File: config.mk
export PLATFORM = sky130hd
export DESIGN_NAME = pixel_chain_readout
export DESIGN_NICKNAME = d
export VERILOG_FILES = /design/src/rtl/readout_pkg.sv /design/src/rtl/readout_seq.sv /design/src/rtl/readout_lane.sv /design/src/rtl/pixel_chain_readout.sv
export SDC_FILE = /design/constraint.sdc
export NUM_CORES = 1
export LEC_CHECK = 0
export BUFFER_PORTS_ARGS = -buffer_cell sky130_fd_sc_hd__buf_2
export CAP_MARGIN = 5
export CORE_ASPECT_RATIO = 1.1
export CORE_MARGIN = 4
export CORE_UTILIZATION = 43
export DETAILED_ROUTE_END_ITERATION = 10
export PLACE_DENSITY = 0.68
export SYNTH_ARGS = -nofsm -noshare
export SYNTH_HDL_FRONTEND = slang
export SYNTH_SLANG_ARGS = --single-unit
File: constraint.sdc
create_clock -name clk -period 1.7 [get_ports clk]
set_input_delay 0.17 -clock clk [delete_from_list [all_inputs] [get_ports clk]]
set_output_delay 0.17 -clock clk [all_outputs]
set_load 0.02 [all_outputs]
File: src/rtl/readout_pkg.sv
package readout_pkg;
    typedef enum logic {
        PH_IDLE  = 1'b0,
        PH_SHIFT = 1'b1
    } phase_e;
endpackage

File: src/rtl/readout_seq.sv
module readout_seq
    import readout_pkg::*;
#(
    parameter int TOTAL_BITS = 48
) (
    input  logic clk,
    input  logic rst_n,
    input  logic cap_req,
    input  logic shift_en,
    output logic load,
    output logic shift,
    output logic active,
    output logic first
);
    localparam int CW = $clog2(TOTAL_BITS + 1);
    localparam logic [CW-1:0] FULL = CW'(TOTAL_BITS);
    localparam logic [CW-1:0] ONE  = CW'(1);

    typedef struct packed {
        phase_e        phase;
        logic          pend;
        logic [CW-1:0] rem;
    } seq_t;

    seq_t st_d, st_q;

    always_comb begin
        st_d  = st_q;
        load  = 1'b0;
        shift = 1'b0;
        case (st_q.phase)
            PH_IDLE: begin
                if (cap_req || st_q.pend) begin
                    load       = 1'b1;
                    st_d.phase = PH_SHIFT;
                    st_d.pend  = 1'b0;
                    st_d.rem   = FULL;
                end
            end
            default: begin
                if (cap_req) st_d.pend = 1'b1;
                if (shift_en) begin
                    shift = 1'b1;
                    if (st_q.rem == ONE) begin
                        st_d.phase = PH_IDLE;
                        st_d.rem   = '0;
                    end else begin
                        st_d.rem = st_q.rem - ONE;
                    end
                end
            end
        endcase
    end

    always_ff @(posedge clk or negedge rst_n) begin
        if (!rst_n) st_q <= '{phase: PH_IDLE, pend: 1'b0, rem: '0};
        else        st_q <= st_d;
    end

    assign active = (st_q.phase == PH_SHIFT);
    assign first  = active && (st_q.rem == FULL);
endmodule

File: src/rtl/readout_lane.sv
module readout_lane #(
    parameter int PIX_PER_CHAIN = 4,
    parameter int RES_W         = 12
) (
    input  logic                           clk,
    input  logic                           rst_n,
    input  logic                           load,
    input  logic                           shift,
    input  logic [PIX_PER_CHAIN*RES_W-1:0] res,
    input  logic [PIX_PER_CHAIN-1:0]       vld,
    output logic                           sout
);
    localparam int LEN = PIX_PER_CHAIN * RES_W;

    typedef struct packed {
        logic [LEN-1:0] sr;
    } lane_t;

    lane_t st_d, st_q;
    logic [LEN-1:0] cap_vec;

    // Each pixel offers its locked result, or the all-ones code when invalid.
    for (genvar k = 0; k < PIX_PER_CHAIN; k++) begin : g_pix
        assign cap_vec[k*RES_W +: RES_W] = vld[k] ? res[k*RES_W +: RES_W] : {RES_W{1'b1}};
    end

    always_comb begin
        st_d = st_q;
        if (load)       st_d.sr = cap_vec;
        else if (shift) st_d.sr = {st_q.sr[LEN-2:0], 1'b0};
    end

    always_ff @(posedge clk or negedge rst_n) begin
        if (!rst_n) st_q <= '{sr: '0};
        else        st_q <= st_d;
    end

    assign sout = st_q.sr[LEN-1];
endmodule

File: src/rtl/pixel_chain_readout.sv
module pixel_chain_readout #(
    parameter int NUM_CHAINS    = 2,
    parameter int PIX_PER_CHAIN = 4,
    parameter int RES_W         = 12
) (
    input  logic                                      clk,
    input  logic                                      rst_n,
    input  logic [NUM_CHAINS*PIX_PER_CHAIN*RES_W-1:0] pix_result,
    input  logic [NUM_CHAINS*PIX_PER_CHAIN-1:0]       pix_valid,
    input  logic                                      frame_cap,
    input  logic                                      shift_en,
    output logic [NUM_CHAINS-1:0]                     ser_data,
    output logic                                      ser_active,
    output logic                                      ser_first
);
    localparam int CHAIN_BITS = PIX_PER_CHAIN * RES_W;

    logic                  load, shift, active, first;
    logic [NUM_CHAINS-1:0] lane_out;

    readout_seq #(.TOTAL_BITS(CHAIN_BITS)) u_seq (
        .clk      (clk),
        .rst_n    (rst_n),
        .cap_req  (frame_cap),
        .shift_en (shift_en),
        .load     (load),
        .shift    (shift),
        .active   (active),
        .first    (first)
    );

    for (genvar c = 0; c < NUM_CHAINS; c++) begin : g_lane
        readout_lane #(.PIX_PER_CHAIN(PIX_PER_CHAIN), .RES_W(RES_W)) u_lane (
            .clk   (clk),
            .rst_n (rst_n),
            .load  (load),
            .shift (shift),
            .res   (pix_result[c*CHAIN_BITS +: CHAIN_BITS]),
            .vld   (pix_valid[c*PIX_PER_CHAIN +: PIX_PER_CHAIN]),
            .sout  (lane_out[c])
        );
        assign ser_data[c] = active & lane_out[c];
    end

    assign ser_active = active;
    assign ser_first  = first;
endmodule

---- Word level (Yosys, flattened, before mapping) ----
Index checks and enable logic that the tools add are counted.
operators by class
  $add $sub $neg .......................... 1
  equal/unequal tests ..................... 4
  multiplexer cells ....................... 23
  bitwise gates (word level) .............. 2
  reduce and logical (&&, ||, !) cells .... 6
operators by type and width
  operator                                                             count
  48-bit two-way mux                                                   4
  12-bit two-way mux                                                   8
  8-bit two-way mux                                                    2
  6-bit two-way mux                                                    2
  1-bit two-way mux                                                    7
  6-bit by 1-bit == test with 1-bit output (second input constant)     1
  6-bit == test (second input constant)                                1
  6-bit by 1-bit subtractor with 6-bit output (second input constant)  1
  2-bit inequality test (second input constant)                        2
  2-bit AND reduction                                                  2
  2-bit nonzero test                                                   2
  1-bit bitwise AND                                                    2
  1-bit logical AND                                                    1
  1-bit logical OR                                                     1
storage, ports and cells
  flip-flop bits (word level) ............. 104
  input port bits ......................... 108
  output and inout port bits .............. 4
  logic and storage cells ................. 41

---- Longest topological paths before layout ----
  depth in word-level cells ............... 4
  depth in mapped cells ................... 7
  mapped depth without buffers ............ 5

---- Modules after synthesis ----
Synthesis repeated with hierarchy kept, for this count alone.
unflattened totals
  cells, all modules ...................... 377
  area total of the unflattened synthesis .. 5122.4 um2
modules (own cells, without submodules)
  module               times used  cells an instance  area an instance (um2)  sequential area each (um2)
  readout_lane         2           167                2339.7                  1201.2
  readout_seq          1           41                 430.4                   200.2
  pixel_chain_readout  1           2                  12.5                    0.0

---- Least setup slack after synthesis ----
No wires, ideal clock.
  path kind ............................... reg-to-reg
  start ................................... register u_seq.st_q, in the netlist u_seq.active
  end ..................................... register g_lane[0].u_lane.st_q[15] (netlist bit)
  setup time .............................. 0.126 ns
  arrival time ............................ 1.582 ns
  required time ........................... 1.574 ns
  slack ................................... -0.008 ns
  stages on the path, launching flop included .. 8
  clock period less this slack ............ 1.708 ns
  path through ............................ dfrtp_1 buf_2 o21bai_4 and2_1 buf_6 buf_6 buf_6 a221o_1
on the way
  longest elaborated chain between the ends .. 2
ends and longest elaborated chain
  element                                                          line                text
  from (decl)                                                      readout_seq.sv:25   seq_t st_d, st_q;
  from (signal assigned)                                           readout_seq.sv:56   if (!rst_n) st_q <= '{phase: PH_IDLE, pend: 1'b0, rem: '0};
  from (signal assigned)                                           readout_seq.sv:57   else st_q <= st_d;
  1-bit two-way mux                                                readout_seq.sv:31   case (st_q.phase)
  48-bit two-way mux / 2-bit nonzero test (equally long branches)  -
  to (signal assigned)                                             readout_lane.sv:34  if (!rst_n) st_q <= '{sr: '0};
  to (signal assigned)                                             readout_lane.sv:35  else st_q <= st_d;
  to (decl)                                                        readout_lane.sv:19  lane_t st_d, st_q;
Several ways; a longest one is shown, not always the timed one.
A chain may end at the register's enable or synchronous reset.

---- Worst setup path after layout ----
  start ................................... register u_seq.st_q[0] (netlist bit)
  end ..................................... output ser_first
on the way
  longest elaborated chain between the ends .. 2
ends and longest elaborated chain
  element            line                       text
  6-bit == test      readout_seq.sv:61          assign first = active && (st_q.rem == FULL);
  1-bit logical AND  readout_seq.sv:61
  to (decl)          pixel_chain_readout.sv:14  output logic ser_first
Every way passes these cells.

==> results.md <==
STA:
- The worst setup margin is between 0.09 and 0.1 ns.
- On the final layout, the worst hold slack is 0.0834 ns.
- The worst path uses between 90% and 100% of the clock period.
- The largest clock skew in the final design is between 0.007 and 0.008 ns.
- The hold violation total from the final report was 0.
- Setup repair after global routing left no endpoint under its margin.
- For the pin with the worst max-slew slack, the measured transition is about 0.44 ns.
- The maximum clock frequency is a little over 0.6 GHz.
- Summed over all failing endpoints, the final setup total negative slack is 0 ns.
- The final count of pins violating max slew came to 0.
- The worst max-slew margin expressed relative to the limit is between 70% and 80%.
- The time the worst path needs with I/O delays and setup is 1.61 ns.
- The final-report setup violation count is 0.

Final layout:
- The number of antenna cells inserted is 0.
- In the final design database the tool counted between 600 and 700 nets.
- The area overhead of the layout relative to synthesis is 21.7%.
- The most frequent standard cell in the layout excluding fill and tap cells is sky130_fd_sc_hd__buf_2.
- The library cells used most frequently in the layout, excluding fill and tap cells, are sky130_fd_sc_hd__buf_2 (109), sky130_fd_sc_hd__dfrtp_1 (104), sky130_fd_sc_hd__inv_1 (97), sky130_fd_sc_hd__a21oi_1 (97), sky130_fd_sc_hd__a221o_1 (94).
- The final standard cell area without fillers is slightly below 0.006 mm^2.
- The final cell count without fillers is slightly above 700.
- The final design utilization is between 50% and 60%.
- The post-route netlist has a little over a quarter of its cells at a drive strength greater than 1.

Place:
- Prior to clock tree synthesis, the placed netlist has a worst setup slack of roughly 0.14 ns.
- The total of buffers placed on input and output ports is about 110.
- Once detailed placement completed, the half-perimeter wirelength came to around 7800 um.
- The placement-stage cell area is 0.00562 mm^2.
- The final estimated routing congestion in global placement is between 0.8 and 0.9.
- Once placement completed, the tool counted placed cells totaling 703.

Pwr:
- The power density over cell area is approximately 1400 mW/mm^2.
- The peak supply drop is between 0.0007 and 0.0008 V.
- The leakage dissipation is around 3.2 nW.
- The overall power of the completed layout is about 8.3 mW.

Floorplanning:
- The total number of placement rows is 40.
- The die covers 0.0131 mm^2.
- The region available for standard cell placement spans around 0.011 mm^2.
- The die height is between 100 and 150 um.
- around 110 I/O pins were placed.
- The die width is around 110 um.
- The effective utilization at floorplan is between 40% and 50%.

Setup path:
- Counting cells, the worst reg-to-reg path comes to 5.
- The highest fanout seen on the critical path is 4.
- The signal on the critical path passes through inv_2, ha_4, nand4_1, nor3_2, buf_4.
- For the worst setup path, the data arrival time is ~1.4 ns.
- The type of element launching the critical path is a flip-flop.
- The worst register-to-register path ends at u_seq.st_q[2]$_DFFE_PN0P_.
- The required time reported for the critical path endpoint is about 1.5 ns.
- The critical path start-end classification is flip-flop to primary output.
- The slowest stage of the critical path is the sky130_fd_sc_hd__dfrtp_1 cell.
- In this run the critical register-to-register path is launched from u_seq.st_q[0]$_DFFE_PN0P_.
- For flop-to-flop paths, the worst setup slack is roughly 0.10 ns.
- The critical path capture point type is a primary output.
- The largest single stage delay on the critical path is 0.41 ns.

Drt:
- Dividing the detail-routed via count by the number of cells gives about 5.6.
- The residual DRC count is 0.
- After the first detailed-routing iteration, the DRC count stood at approximately 300.
- Once detail routing completed, the nets flagged for antenna violations numbered 0.
- After detailed routing, the average wire length per cell comes to roughly 16 um.
- For this block, the routed nets add up to 11400 um of wire.
- The via count is between 4000 and 5000.
- For this run, the detailed router's first-pass iteration total came to 4.

Synthesis:
- The average instance in the mapped netlist occupies about 10 um^2.
- Yosys printed 0 warnings.
- The gate count of the mapped netlist is approximately 470.
- The share of the Yosys chip area taken by registers is between 50% and 60%.
- The number of nets produced by synthesis is between 500 and 600.
- The synthesized design contains 104 register bits.
- In the synthesized netlist the dominant register cell turns out to be sky130_fd_sc_hd__dfrtp_1.
- The number of different library cells used by synthesis comes to 30.
- The number of synthesized flops with an enable pin is 0.
- The share of flip-flops with an asynchronous set or reset is between 90% and 100%.
- The synthesized netlist occupies a cell area of 0.00488 mm^2.

Outcome:
- The run finished with clean final reports.

Clocking:
- No sink is reached through more buffers than the 2 on the longest clock path.
- For the worst-skew pair, the clock arrives at the later sink with an insertion delay of between 0.3 and 0.4 ns.
- Clock tree synthesis selected as its root buffer the cell sky130_fd_sc_hd__clkbuf_16.
- The TritonCTS buffer count is 9.
- The maximum level of the CTS H-tree is 3.
- The clock slew seen by the registers of the worst setup and hold paths is about 0.07 ns.
- The tree built by TritonCTS fans out to between 100 and 150 sinks.
- The clock tree from TritonCTS is done.

Min path:
- The path type of the worst min-delay path is primary input to flip-flop.
- The startpoint identified for the worst hold timing path is pix_result[0].
- Along the worst hold path, the cell count comes to 3.
- For hold timing, the worst endpoint is g_lane[0].u_lane.st_q[0]$_DFFE_PN0P_.

Global route:
- The final global-route overflow total is 0.
- Entering global routing, the biggest net connects 74 pins.
- The number of global-route vias before repair is around 3900.
- The global-route wire length before repair is around 19000 um.
- The initial antenna violation count was 0.
- Global routing used approximately 18% of the available tracks.

Run:
- The total of max-cap violations is 0.
[area by class of cell]
type                            count  area (um^2)
Multi-Input combinational cell    228         1710
Sequential cell                   104         2600
Timing Repair Buffer              127          783
Inverter                           99          372
Clock inverter                      6         48.8
Fill cell                        1018         5070
Clock buffer                       10          239
Tap cell                          147          184
[critical path: cells and delay by family (launching register included)]
| kind | cells | cell delay [ns] |
|---|---|---|
| adders and majority gates | 1 | 0.15 |
| buffers and inverters | 2 | 0.26 |
| DFF | 1 | 0.41 |
| and+or+nand+nor | 2 | 0.27 |
[how the worst max path moves through the flow]
stage | start | end | depth (start not counted)
3_3_place_gp | u_seq.st_q[1]$_DFFE_PN0P_ | u_seq.st_q[2]$_DFFE_PN0P_ | 5
4_1_cts | u_seq.st_q[0]$_DFFE_PN0P_ | ser_first | 5
5_1_grt | u_seq.st_q[0]$_DFFE_PN0P_ | ser_first | 5
3_5_place_dp | u_seq.active$_DFF_PN0_ | g_lane[0].u_lane.st_q[1]$_DFFE_PN0P_ | 4
2_1_floorplan | u_seq.active$_DFF_PN0_ | g_lane[0].u_lane.st_q[15]$_DFFE_PN0P_ | 7
6_report | u_seq.st_q[0]$_DFFE_PN0P_ | ser_first | 5
[synthesized netlist by cell type, types with 3 or more instances]
master,count,area [um^2]
sky130_fd_sc_hd__buf_2,10,50.1
sky130_fd_sc_hd__clkbuf_1,25,93.8
sky130_fd_sc_hd__a221o_1,94,941
sky130_fd_sc_hd__dfrtp_1,104,2600
sky130_fd_sc_hd__inv_1,99,372
sky130_fd_sc_hd__and2_1,4,25.0
sky130_fd_sc_hd__a21oi_1,97,485
sky130_fd_sc_hd__nand2_1,3,11.3
sky130_fd_sc_hd__nand4_1,3,18.8
sky130_fd_sc_hd__nor3_1,4,20.0
sky130_fd_sc_hd__buf_6,6,67.6
[routing by layer]
layer / part of all wire [%] / track usage [%]
met1: 44 / 24.3
met2: 51 / 28.9
met3: 4.4 / 2.64
met4: 1.2 / 6.00
met5: 0 / 0
[report_power, final]
part	internal [mW]	leakage, nW	switching, mW
Sequential	3.52	1.36	0.691
Clock	1.05	0.144	0.931
Combinational	1.22	1.70	0.866
Total	5.80	3.21	2.49
[state kept, by name, indices dropped and copies added (netlist names)]
name                count
u_seq.st_q              7
g_lane.u_lane.st_q     96
u_seq.active            1
[kinds of logic (layout without fill, tap and decap cells)]
kind of cell    count (synthesis)  after routing  share of synthesized area [%]
xor+xnor                        1              1                          0.179
flops                         104            104                           53.3
compound gates                201            201                           31.0
buf+inv                       142            242                           12.1
simple gates                   22             22                           2.51
fa+ha+maj                       2              2                          0.512
mux                             2              2                          0.436
[repair_timing]
| action | CTS | global route |
|---|---|---|
| hold buffers | 1 | 0 |
| endpoints found under the setup margin | 1 | 1 |
| setup buffers | 0 | 1 |
| endpoints found under the hold margin | 30 | 0 |
| pin swaps | 0 | 0 |
| cloned | 0 | 0 |
| gates resized for setup | 2 | 4 |
Power figures use the tool's default switching activity.
